`config.mk`:
```
export PLATFORM = sky130hd
export DESIGN_NAME = fm_nco
export DESIGN_NICKNAME = d
export VERILOG_FILES = /design/src/rtl/fmnco_pkg.sv /design/src/rtl/fmnco_phase_acc.sv /design/src/rtl/fmnco_fold.sv /design/src/rtl/fmnco_cordic.sv /design/src/rtl/fm_nco.sv
export SDC_FILE = /design/constraint.sdc
export NUM_CORES = 1
export LEC_CHECK = 0
export BUFFER_PORTS_ARGS = -buffer_cell sky130_fd_sc_hd__buf_2
export CORE_AREA = 3 3 203 205
export DETAILED_ROUTE_END_ITERATION = 7
export DIE_AREA = 0 0 206 208
export PLACE_DENSITY = 0.74
export REMOVE_ABC_BUFFERS = 1
export SETUP_SLACK_MARGIN = 0.02
export SLEW_MARGIN = 20
export SYNTH_ARGS = -nofsm -noshare
export SYNTH_HDL_FRONTEND = slang
export SYNTH_SLANG_ARGS = --single-unit
```
`constraint.sdc`:
```
create_clock -name clk -period 3.9 [get_ports clk]
set_input_delay 0.39 -clock clk [delete_from_list [all_inputs] [get_ports clk]]
set_output_delay 0.39 -clock clk [all_outputs]
set_load 0.01 [all_outputs]
```
`src/rtl/fmnco_pkg.sv`:
```
package fmnco_pkg;
  localparam int QFRAC     = 13;
  localparam int PI_Q      = 25736;
  localparam int HALF_PI_Q = PI_Q / 2;
  localparam int TWO_PI_Q  = 2 * PI_Q;
  localparam int KINV_Q    = 4975;

  // arctangent of 2^-idx in Q13 radians, rounded
  function automatic int atan_q(input int unsigned idx);
    case (idx)
      0:  atan_q = 6434;
      1:  atan_q = 3798;
      2:  atan_q = 2007;
      3:  atan_q = 1019;
      4:  atan_q = 511;
      5:  atan_q = 256;
      6:  atan_q = 128;
      7:  atan_q = 64;
      8:  atan_q = 32;
      9:  atan_q = 16;
      10: atan_q = 8;
      11: atan_q = 4;
      12: atan_q = 2;
      13: atan_q = 1;
      default: atan_q = 0;
    endcase
  endfunction
endpackage

```
`src/rtl/fmnco_phase_acc.sv`:
```
module fmnco_phase_acc
  import fmnco_pkg::*;
#(
  parameter int W    = 16,
  parameter int FRAC = QFRAC
) (
  input  logic                clk,
  input  logic                rst_n,
  input  logic                load,
  input  logic signed [W-1:0] din,
  input  logic signed [W-1:0] dev,
  output logic signed [W-1:0] phase_q,
  output logic signed [W-1:0] phase_next
);
  localparam int PW = 2 * W;

  logic signed [PW-1:0] prod;
  logic signed [PW-1:0] incr;
  logic signed [PW-1:0] sum;
  logic signed [W-1:0]  phase_d;

  always_comb begin
    prod = PW'(din) * PW'(dev);
    incr = prod >>> FRAC;
    sum  = PW'(phase_q) + incr;
    if (sum > PW'(PI_Q))
      phase_next = W'(sum - PW'(TWO_PI_Q));
    else if (sum < -PW'(PI_Q))
      phase_next = W'(sum + PW'(TWO_PI_Q));
    else
      phase_next = W'(sum);
    phase_d = load ? phase_next : phase_q;
  end

  always_ff @(posedge clk or negedge rst_n) begin
    if (!rst_n) phase_q <= '0;
    else        phase_q <= phase_d;
  end
endmodule

```
`src/rtl/fmnco_fold.sv`:
```
module fmnco_fold
  import fmnco_pkg::*;
#(
  parameter int W = 16
) (
  input  logic signed [W-1:0] angle,
  output logic signed [W-1:0] z_fold,
  output logic                flip
);
  always_comb begin
    if (angle > W'(HALF_PI_Q)) begin
      z_fold = angle - W'(PI_Q);
      flip   = 1'b1;
    end else if (angle < -W'(HALF_PI_Q)) begin
      z_fold = angle + W'(PI_Q);
      flip   = 1'b1;
    end else begin
      z_fold = angle;
      flip   = 1'b0;
    end
  end
endmodule

```
`src/rtl/fmnco_cordic.sv`:
```
module fmnco_cordic
  import fmnco_pkg::*;
#(
  parameter int W     = 16,
  parameter int ITERS = 13
) (
  input  logic                clk,
  input  logic                rst_n,
  input  logic                start,
  input  logic signed [W-1:0] z_in,
  input  logic                flip_in,
  output logic signed [W-1:0] re_o,
  output logic signed [W-1:0] im_o,
  output logic                rdy_o,
  output logic                busy_o
);
  localparam int CW = $clog2(ITERS + 1);

  logic signed [W-1:0] x_q, y_q, z_q, re_q, im_q;
  logic signed [W-1:0] x_d, y_d, z_d, re_d, im_d;
  logic [CW-1:0]       cnt_q, cnt_d;
  logic                flip_q, flip_d, busy_q, busy_d, rdy_q, rdy_d;
  logic signed [W-1:0] xs, ys, ang;

  always_comb begin
    xs     = x_q >>> cnt_q;
    ys     = y_q >>> cnt_q;
    ang    = W'(atan_q(32'(cnt_q)));
    x_d    = x_q;
    y_d    = y_q;
    z_d    = z_q;
    re_d   = re_q;
    im_d   = im_q;
    cnt_d  = cnt_q;
    flip_d = flip_q;
    busy_d = busy_q;
    rdy_d  = 1'b0;
    if (start) begin
      x_d    = W'(KINV_Q);
      y_d    = '0;
      z_d    = z_in;
      flip_d = flip_in;
      cnt_d  = '0;
      busy_d = 1'b1;
    end else if (busy_q) begin
      if (!z_q[W-1]) begin
        x_d = x_q - ys;
        y_d = y_q + xs;
        z_d = z_q - ang;
      end else begin
        x_d = x_q + ys;
        y_d = y_q - xs;
        z_d = z_q + ang;
      end
      if (cnt_q == CW'(ITERS - 1)) begin
        busy_d = 1'b0;
        rdy_d  = 1'b1;
        re_d   = flip_q ? -x_d : x_d;
        im_d   = flip_q ? -y_d : y_d;
      end else begin
        cnt_d = cnt_q + 1'b1;
      end
    end
  end

  always_ff @(posedge clk or negedge rst_n) begin
    if (!rst_n) begin
      x_q    <= '0;
      y_q    <= '0;
      z_q    <= '0;
      re_q   <= '0;
      im_q   <= '0;
      cnt_q  <= '0;
      flip_q <= 1'b0;
      busy_q <= 1'b0;
      rdy_q  <= 1'b0;
    end else begin
      x_q    <= x_d;
      y_q    <= y_d;
      z_q    <= z_d;
      re_q   <= re_d;
      im_q   <= im_d;
      cnt_q  <= cnt_d;
      flip_q <= flip_d;
      busy_q <= busy_d;
      rdy_q  <= rdy_d;
    end
  end

  assign re_o   = re_q;
  assign im_o   = im_q;
  assign rdy_o  = rdy_q;
  assign busy_o = busy_q;
endmodule

```
`src/rtl/fm_nco.sv`:
```
module fm_nco #(
  parameter int W     = 16,
  parameter int ITERS = 13
) (
  input  logic                clk,
  input  logic                arst_n,
  input  logic                smp_vld,
  input  logic signed [W-1:0] smp_data,
  input  logic signed [W-1:0] dev_gain,
  output logic signed [W-1:0] env_re,
  output logic signed [W-1:0] env_im,
  output logic                env_vld
);
  logic                rst_meta, rst_sync_n;
  logic                busy, accept, flip;
  logic signed [W-1:0] phase, phase_next, fold_z;

  // reset asserts at once, releases on the second clock edge
  always_ff @(posedge clk or negedge arst_n) begin
    if (!arst_n) begin
      rst_meta   <= 1'b0;
      rst_sync_n <= 1'b0;
    end else begin
      rst_meta   <= 1'b1;
      rst_sync_n <= rst_meta;
    end
  end

  assign accept = smp_vld & ~busy;

  fmnco_phase_acc #(.W(W)) u_acc (
    .clk        (clk),
    .rst_n      (rst_sync_n),
    .load       (accept),
    .din        (smp_data),
    .dev        (dev_gain),
    .phase_q    (phase),
    .phase_next (phase_next)
  );

  fmnco_fold #(.W(W)) u_fold (
    .angle  (phase_next),
    .z_fold (fold_z),
    .flip   (flip)
  );

  fmnco_cordic #(.W(W), .ITERS(ITERS)) u_rot (
    .clk     (clk),
    .rst_n   (rst_sync_n),
    .start   (accept),
    .z_in    (fold_z),
    .flip_in (flip),
    .re_o    (env_re),
    .im_o    (env_im),
    .rdy_o   (env_vld),
    .busy_o  (busy)
  );
endmodule

```
== After elaboration in Yosys (flattened, before gate mapping) ==
Memory sizes are Yosys's and may differ from the RTL's.
Cells that the tools add are included.

* Logic and storage cells: 72
* Output and inout port bits: 33
* Memories kept: 1
* Bits in registers: 105
* Memory bits (read-only): 208
* Input bits: 35

* Shifts and indexed selects: 2
* Bitwise logic cells: 3
* Add/sub/neg operators: 14
* Mux-type cells: 30
* Order comparisons: 4
* Multipliers: 1
* Reductions and logical operators: 3
* Equal/unequal tests: 2

{| class="wikitable"
|+ Memory list
! memory !! depth !! bits a word !! read ports !! clocked after memory_dff !! write ports !! RTL line !! RTL
|-
| (no name shown) || 16 || 13 || 1 || 0 || 0 || fmnco_pkg.sv:10 || <nowiki>case (idx)</nowiki>
|}

{| class="wikitable"
|+ Operators with widths
! operator !! number
|-
| $mux 16 || 19
|-
| $add 16x16->16 || 3
|-
| $sub 16x16->16 || 3
|-
| $mul 16x16->32 || 1
|-
| $neg 16->16 || 2
|-
| $sshr 16x4->16 || 2
|-
| $add 16x19->20 || 1
|-
| $gt 20x16->1 const B || 1
|-
| $lt 20x16->1 const B || 1
|-
| $add 16x15->16 const B || 1
|-
| $add 16x16->16 const B || 1
|-
| $gt 16x15->1 const B || 1
|-
| $lt 16x15->1 const B || 1
|-
| $sub 16x15->16 const B || 1
|-
| $sub 16x16->16 const B || 1
|-
| $mux 4 || 3
|-
| $mux 1 || 8
|-
| $add 4x1->4 const B || 1
|-
| $eq 4x4->1 const B || 1
|-
| $reduce_and 3->1 || 1
|-
| $ne 2x1->1 const B || 1
|-
| $not 1->1 || 2
|-
| $reduce_and 2->1 || 1
|-
| $reduce_bool 2->1 || 1
|-
| $and 1x1->1 || 1
|}

== Logic depth before layout (Yosys ltp) ==
Gate-level depths: netlist (run 1).

* Depth after elaboration: 9
* Depth in mapped cells: 47
* Gate-level depth less buffers: 44

== Modules after synthesis ==
Synthesis (run 1) repeated with hierarchy kept, for this count alone.

* Cells, all modules: 2470
* Area total of the unflattened synthesis: 21485.6 um^2

{| class="wikitable"
|+ Modules (own cells, without submodules)
! module !! times used !! cells each !! area an instance (um^2)
|-
| fmnco_phase_acc || 1 || 1327 || 11942.7
|-
| fmnco_cordic || 1 || 1040 || 8799.7
|-
| fmnco_fold || 1 || 99 || 675.6
|-
| fm_nco || 1 || 4 || 67.6
|}

== Worst setup path before layout (run 1) ==
No wires, ideal clock.

* Kind: input to register
* Start: input port dev_gain[6]
* End: register u_rot.z_q[10]
* Buffers on the path: 2
* Slack: -5.783 ns
* Arrival: 9.561 ns
* Library setup time: 0.122 ns
* Cell stages on the path: 40
* Cells stage by stage: clkbuf_1 and2_1 fa_1 inv_1 fa_1 fa_1 inv_1 ha_1 fa_1 inv_1 fa_1 inv_1 ha_1 or3_1 a21oi_1 o21bai_1 a211oi_1 o31ai_1 [... 4 more ...] a21boi_0 ha_1 a21oi_1 inv_1 o21ai_0 a21oi_1 o2111a_1 or2_2 a31oi_1 a22oi_1 xnor2_1 and2_1 o211a_1 o211ai_2 buf_6 o22ai_1 mux2i_1 nand2_1

* Cells in the longest elaborated chain, start to end: 9
* Elaborated cells between the ends (all ways): 15
* Classes of those cells: add/sub (5); mul (1); order compare (4); mux (5)

{| class="wikitable"
|+ Ends and longest elaborated chain
! item !! RTL line !! RTL
|-
| start, declared || fm_nco.sv:9 || <nowiki>input logic signed [W-1:0] dev_gain,</nowiki>
|-
| $mul 16x16->32 * || fmnco_phase_acc.sv:23 || <nowiki>prod = PW'(din) * PW'(dev);</nowiki>
|-
| $add 16x19->20 * || fmnco_phase_acc.sv:25 || <nowiki>sum = PW'(phase_q) + incr;</nowiki>
|-
| $add 16x15->16 or $lt 20x16->1 (tied branches) || fmnco_phase_acc.sv:29, fmnco_phase_acc.sv:28 ||
|-
| $mux 16 || fmnco_phase_acc.sv:28 || <nowiki>else if (sum < -PW'(PI_Q))</nowiki>
|-
| $mux 16 * || fmnco_phase_acc.sv:26 || <nowiki>if (sum > PW'(PI_Q))</nowiki>
|-
| $add 16x16->16 or $lt 16x15->1 (tied branches) || fmnco_fold.sv:15, fmnco_fold.sv:14 ||
|-
| $mux 16 || fmnco_fold.sv:14 || <nowiki>end else if (angle < -W'(HALF_PI_Q)) begin</nowiki>
|-
| $mux 16 * || fmnco_fold.sv:11 || <nowiki>if (angle > W'(HALF_PI_Q)) begin</nowiki>
|-
| $mux 16 * || fmnco_cordic.sv:38 || <nowiki>if (start) begin</nowiki>
|-
| end signal, assigned || fmnco_cordic.sv:80 || <nowiki>z_q <= z_d;</nowiki>
|-
| end, declared || fmnco_cordic.sv:19 || <nowiki>logic signed [W-1:0] x_q, y_q, z_q, re_q, im_q;</nowiki>
|}

Every way passes the cells marked *; elsewhere a longest branch is shown, timed or not.
A chain may end at the register's enable or synchronous reset.

== Worst setup path in the final report (run 1) ==
* Start: input port smp_data[7]
* End: register u_rot.z_q[9]

* Cells in the longest elaborated chain, start to end: 9
* Elaborated cells between the ends (all ways): 15
* Classes of those cells: add/sub (5); mul (1); order compare (4); mux (5)

{| class="wikitable"
|+ Ends and longest elaborated chain
! item !! RTL line !! RTL
|-
| start, declared || fm_nco.sv:8 || <nowiki>input logic signed [W-1:0] smp_data,</nowiki>
|-
| $mul 16x16->32 * || fmnco_phase_acc.sv:23 ||
|-
| $add 16x19->20 * || fmnco_phase_acc.sv:25 ||
|-
| $add 16x15->16 or $lt 20x16->1 (tied branches) || fmnco_phase_acc.sv:29, fmnco_phase_acc.sv:28 ||
|-
| $mux 16 || fmnco_phase_acc.sv:28 ||
|-
| $mux 16 * || fmnco_phase_acc.sv:26 ||
|-
| $add 16x16->16 or $lt 16x15->1 (tied branches) || fmnco_fold.sv:15, fmnco_fold.sv:14 ||
|-
| $mux 16 || fmnco_fold.sv:14 ||
|-
| $mux 16 * || fmnco_fold.sv:11 ||
|-
| $mux 16 * || fmnco_cordic.sv:38 ||
|}

Marks and branches as above.

==> impl_metrics.py, run 1 <==
metrics = {
    "outcome": {
        "run_status": "finished with violations",
        "violations": "setup timing",
    },
    "routing": {
        "top_layer": "met4",
        "vias": 20600,
        "detail-route-antenna-nets": 0,
        "wirelength_mm": 67.7,
        "routedWlPerCell_um": 18.8,
        "drc_errors": 0,
        "wl_met2_mm": 34.2,
        "met3WireLength_mm": 4.01,
        "met1_length_mm": 26.2,
        "dr.first_iter.drc_count": 1692,
        "first_pass_iters": 7,
        "via_per_inst": 5.70,
    },
    "placement": {
        "place_area_um2": 25200,
        "io_buffers": 67,
        "place_ws_ns": -6.61,
        "place_congestion": 0.942,
        "hpwlAfterDp_mm": 45.0,
    },
    "sta": {
        "hold_violations": 0,
        "slew_headroom": 0.258,
        "slew_viol_final": 0,
        "holdWs_ns": 0.305,
        "fin_tns_setup_ns": -185.09,
        "finalClockSkew_ns": 0.0249,
        "grt_setup_unrepaired": "yes",
        "fin_crit_ns": 9.66,
        "worstMarginPinSlew_ns": 1.11,
        "fmax_mhz": 104,
        "setup_viol": 75,
        "period_share": 2.48,
        "fin_ws_ns": -5.76,
    },
    "logic_synthesis": {
        "netlist_instances": 2432,
        "ys_types": 93,
        "netlist_area_um2": 20500,
        "synthArstFlopShare": 1.00,
        "ys_seq_area_frac": 0.128,
        "synthFlopType": "dfrtp_1",
        "synth_edf_count": 0,
        "avgSynthCellArea_um2": 8.43,
        "yosysWarnings": 0,
        "ys_ff_latch": 105,
    },
    "critical_path": {
        "start_kind": "input pin",
        "regToRegEndpoint": "u_rot.im_o[14]",
        "reg2reg_from": "u_rot.cnt_q[1]",
        "path_class": "input pin to register",
        "crit_top_cell": "fa_1",
        "slowest_stage": "fa_2",
        "crit_arrival_ns": 9.89,
        "slowest_delay_ns": 0.52,
        "critical_path_required_ns": 4.14,
        "r2r_slack_ns": -1.70,
        "reg2reg_depth": 26,
        "critPathMaxFanout": 8,
        "cp-end-kind": "register",
    },
    "global_routing": {
        "antenna_found_initial": 0,
        "grt_use_total": 0.290,
        "grt_pass1_vias": 21600,
        "grt.overflow.total": 0,
        "grt_max_degree": 79,
        "grt_pass1_wl_mm": 104,
    },
    "finish": {
        "final_cell_mix": "580 x buf_4, 351 x inv_1, 259 x fa_1, 248 x nand2_1, 146 x ha_1",
        "syn_to_final_growth_pct": 42.1,
        "drive_gt1_frac": 0.380,
        "n_antenna_cell": 0,
        "nets": 3540,
        "final_cell_area_um2": 29100,
        "layout_commonest_cell": "buf_4",
    },
    "floorplan": {
        "io_pins": 68,
        "initial_core_util": 0.517,
        "dieWidth_um": 206,
        "die_h_um": 208,
        "rows": 73,
        "dieArea_um2": 42800,
        "core_area_um2": 39600,
    },
    "clock_tree": {
        "clk_path_buf_depth": 2,
        "clk_latency_ns": 0.39,
        "clk_pin_slew_ns": 0.10,
        "tritoncts": "done",
        "cts_max_level": 3,
        "clock_sinks": 105,
        "root_buffer": "clkbuf_16",
        "cts_buffers": 9,
    },
    "min_path": {
        "worst_hold_path_type": "input pin to asynchronous set/reset pin",
    },
    "flow_run": {
        "maxCapViolCount": 0,
    },
}
==> cell type report <==
| type | instances | area (µm²) |
|---|---|---|
| Inverter | 368 | 1390 |
| Sequential cell | 105 | 2640 |
| Multi-Input combinational cell | 1857 | 18400 |
| Clock buffer | 10 | 229 |
| Tap cell | 525 | 657 |
| Clock inverter | 6 | 62.6 |
| Timing Repair Buffer | 736 | 5780 |
| Fill cell | 2509 | 10500 |
==> worst max-delay path by stage <==
stage                      from            end  slack [ns]  cells past startpoint
floorplan           smp_data[4]  u_rot.z_q[14]       -5.76                     38
global placement    smp_data[5]  u_rot.z_q[14]       -6.51                     39
detailed placement  smp_data[5]   u_rot.z_q[5]       -6.61                     42
CTS                 smp_data[7]  u_rot.z_q[14]       -5.46                     47
global route        smp_data[7]   u_rot.z_q[9]       -6.17                     42
finish              smp_data[7]   u_rot.z_q[9]       -5.76                     42
==> through the flow <==
step / instances / utilization
floorplan: 2330 / -
global placement: 3473 / 0.636
detailed placement: 3473 / 0.636
CTS: 3561 / 0.697
global route: 3607 / 0.735
finish: 3607 / 0.735
==> synth_stat cells (all sizes together) (19+ instances only) <==
| cell | n | area (µm²) |
|---|---|---|
| inv | 368 | 1380 |
| nand2 | 287 | 1080 |
| fa | 265 | 5310 |
| ha | 163 | 2040 |
| o21ai | 162 | 811 |
| and2 | 129 | 807 |
| nor2 | 128 | 480 |
| a21oi | 106 | 534 |
| dfrtp | 105 | 2630 |
| xnor2 | 97 | 857 |
| clkbuf | 83 | 312 |
| xor2 | 56 | 498 |
| nand2b | 44 | 278 |
| nor3 | 36 | 180 |
| a21o | 27 | 203 |
| mux2i | 26 | 260 |
| nand3 | 22 | 110 |
| nor2b | 22 | 138 |
| buf | 19 | 109 |
==> metal layers <==
layer	vias to the layer above	GRT usage
li1	9205	-
met1	10100	0.373
met2	955	0.505
met3	278	0.0354
met4	0	0.103
met5	-	0
==> state kept, by name, summed over array words and instances, names as in the netlist <==
| register | cells |
|---|---|
| rst_sync_n | 1 |
| u_rot.x_q | 16 |
| u_rot.re_o | 16 |
| u_rot.z_q | 16 |
| u_rot.busy_o | 1 |
| u_rot.rdy_o | 1 |
| u_rot.flip_q | 1 |
| rst_meta | 1 |
| u_acc.phase_q | 16 |
| u_rot.cnt_q | 4 |
| u_rot.y_q | 16 |
| u_rot.im_o | 16 |
==> logic make-up after synthesis <==
group,Yosys count,share of synthesized area
buffers and inverters,470,0.0878
AOI/OAI and AO/OA,483,0.152
and+or+nand+nor,738,0.173
other,1,0.000183
adders and majority gates,428,0.358
xor gates and xnor gates,153,0.0661
DFF,105,0.128
muxes,54,0.0341
==> critical path, delay by kind of cell <==
kind                     cells  cell delay (ns)
buffers and inverters       11             1.24
adder cells (fa/ha/maj)      8             3.02
XOR/XNOR                     3             0.65
AO/OA/AOI/OAI               15             3.27
AND/OR/NAND/NOR              5             1.33
==> timing repair <==
action / in CTS / in global routing
endpoints found under the setup margin: 82 / 84
pin swaps: 160 / 176
hold endpoints to repair: 2 / 0
buffers inserted: 72 / 60
hold buffers: 1 / 0
gates resized for setup: 395 / 279
cloned: 3 / 0
Power of run 1 is left out: the tool's default activity adds up to more than one toggle a clock period on the data nets, which glitch-free logic cannot reach.
==> run 2: changes to the inputs <==
--- a/config.mk
+++ b/config.mk
@@ -7,6 +7,7 @@
 export LEC_CHECK = 0
 export BUFFER_PORTS_ARGS = -buffer_cell sky130_fd_sc_hd__buf_2
 export CORE_AREA = 3 3 203 205
+export CTS_BUF_LIST = sky130_fd_sc_hd__clkbuf_8
 export DETAILED_ROUTE_END_ITERATION = 7
 export DIE_AREA = 0 0 206 208
 export PLACE_DENSITY = 0.74
==> run 2 against run 1 <==
Against the previous run: the flow still finishes with violations (setup timing); maximum frequency is 2.3% higher; global-route usage down 0.44 points; hold slack worse by 0.043 ns; routed wire length is 1.7% lower; setup slack improved by 0.22 ns; first-iteration DRC count down 13%; core utilization is 0.62 points lower; sequential share of layout area increased by 0.078 points; non-clock buffer count is 8 lower; die area did not move.
==> impl_metrics.py, run 2 (synthesized netlist as in run 1, its figures left out) <==
metrics = {
    "sta": {
        "grt_setup_unrepaired": "yes",
        "setup_viol": 74,
        "slew_viol_final": 0,
        "fin_ws_ns": -5.54,
        "holdWs_ns": 0.262,
        "fin_crit_ns": 9.44,
        "finalClockSkew_ns": 0.0251,
        "fmax_mhz": 106,
        "worstMarginPinSlew_ns": 1.09,
        "hold_violations": 0,
        "slew_headroom": 0.275,
        "period_share": 2.42,
    },
    "routing": {
        "drc_errors": 0,
        "detail-route-antenna-nets": 0,
        "met1_length_mm": 26.1,
        "top_layer": "met4",
        "wl_met2_mm": 33.1,
        "routedWlPerCell_um": 18.5,
        "vias": 20500,
        "dr.first_iter.drc_count": 1479,
        "via_per_inst": 5.70,
        "first_pass_iters": 6,
        "met3WireLength_mm": 4.02,
        "wirelength_mm": 66.6,
    },
    "critical_path": {
        "cp-end-kind": "register",
        "start_kind": "input pin",
        "crit_top_cell": "fa_1",
        "path_class": "input pin to register",
        "slowest_stage": "fa_1",
        "critPathMaxFanout": 8,
        "slowest_delay_ns": 0.55,
        "critical_path_required_ns": 4.18,
        "crit_arrival_ns": 9.72,
    },
    "finish": {
        "n_antenna_cell": 0,
        "final_cell_mix": "575 x buf_4, 349 x inv_1, 257 x fa_1, 246 x nand2_1, 147 x ha_1",
        "drive_gt1_frac": 0.375,
        "nets": 3532,
        "multi_input_area_um2": 18300,
        "register_area_um2": 2640,
        "layout_commonest_cell": "buf_4",
        "fill_cells": 2587,
        "syn_to_final_growth_pct": 40.9,
    },
    "placement": {
        "hpwlAfterDp_mm": 45.0,
        "io_buffers": 67,
        "place_congestion": 0.942,
    },
    "clock_tree": {
        "clk_path_buf_depth": 2,
        "cts_max_level": 3,
        "clock_sinks": 105,
        "root_buffer": "clkbuf_8",
        "clk_pin_slew_ns": 0.13,
        "cts_buffers": 9,
        "tritoncts": "done",
        "clk_latency_ns": 0.42,
    },
    "floorplan": {
        "die_h_um": 208,
        "initial_core_util": 0.517,
        "dieArea_um2": 42800,
        "io_pins": 68,
        "dieWidth_um": 206,
        "rows": 73,
        "core_area_um2": 39600,
    },
    "flow_run": {
        "maxCapViolCount": 0,
    },
    "global_routing": {
        "grt_pass1_wl_mm": 103,
        "grt_pass1_vias": 21400,
        "antenna_found_initial": 0,
        "grt_use_total": 0.286,
        "grt_max_degree": 79,
        "grt.overflow.total": 0,
    },
    "outcome": {
        "run_status": "finished with violations",
        "violations": "setup timing",
    },
    "min_path": {
        "worst_hold_path_type": "input pin to asynchronous set/reset pin",
    },
}
-- run 2: timing repair --
action / 4_1_cts / 5_1_grt
setup buffers: 74 / 49
endpoints found under the setup margin: 82 / 81
gates cloned: 2 / 0
pin swaps: 150 / 182
endpoints found under the hold margin: 2 / 0
hold buffers: 1 / 0
resized for setup: 383 / 270
-- run 2: final cells by class --
type	count	area share
Clock buffer	9	0.00429
Clock inverter	7	0.00229
Inverter	368	0.0481
Multi-Input combinational cell	1857	0.632
Sequential cell	105	0.0912
Tap cell	525	0.0227
Timing Repair Buffer	728	0.199
-- run 2: worst max-delay path, delay by kind of cell --
kind	cells	cell delay, ns
fa+ha+maj	8	3.63
compound gates	15	3.10
simple gates	7	1.59
buf+inv	8	0.73
xor+xnor	2	0.26
-- run 2: layer usage --
layer / vias to the layer above / GRT usage
met3: 318 / 0.0319
met2: 979 / 0.502
met4: 0 / 0.0897
li1: 9185 / -
met5: - / 0
met1: 10000 / 0.370
-- run 2: metrics by stage --
step	setup WS (ns)	area, µm²	cells	setup TNS [ns]	utilization
2_1_floorplan	-5.76	20100	2330	-199.24	-
3_3_place_gp	-6.51	25200	3473	-214.60	0.636
3_5_place_dp	-6.61	25200	3473	-223.18	0.636
4_1_cts	-5.39	27400	3560	-165.53	0.692
5_1_grt	-5.89	28900	3599	-196.23	0.729
6_report	-5.54	28900	3599	-179.88	0.729
-- run 2: final timing paths --
check	startpoint	to	slack [ns]	depth (start not counted)
setup / recovery	dev_gain[4]	u_rot.z_q[14]	-5.54	40
max in group asynchronous	rst_sync_n	u_acc.phase_q[10]	2.47	2
min in group clk	rst_meta	rst_sync_n	0.38	0
setup reg to reg	u_rot.cnt_q[1]	u_rot.re_o[14]	-1.62	26
hold / removal	arst_n	rst_sync_n	0.26	2
hold reg to reg	rst_sync_n	u_rot.im_o[11]	0.33	0
Power of run 2 is left out for the same reason.
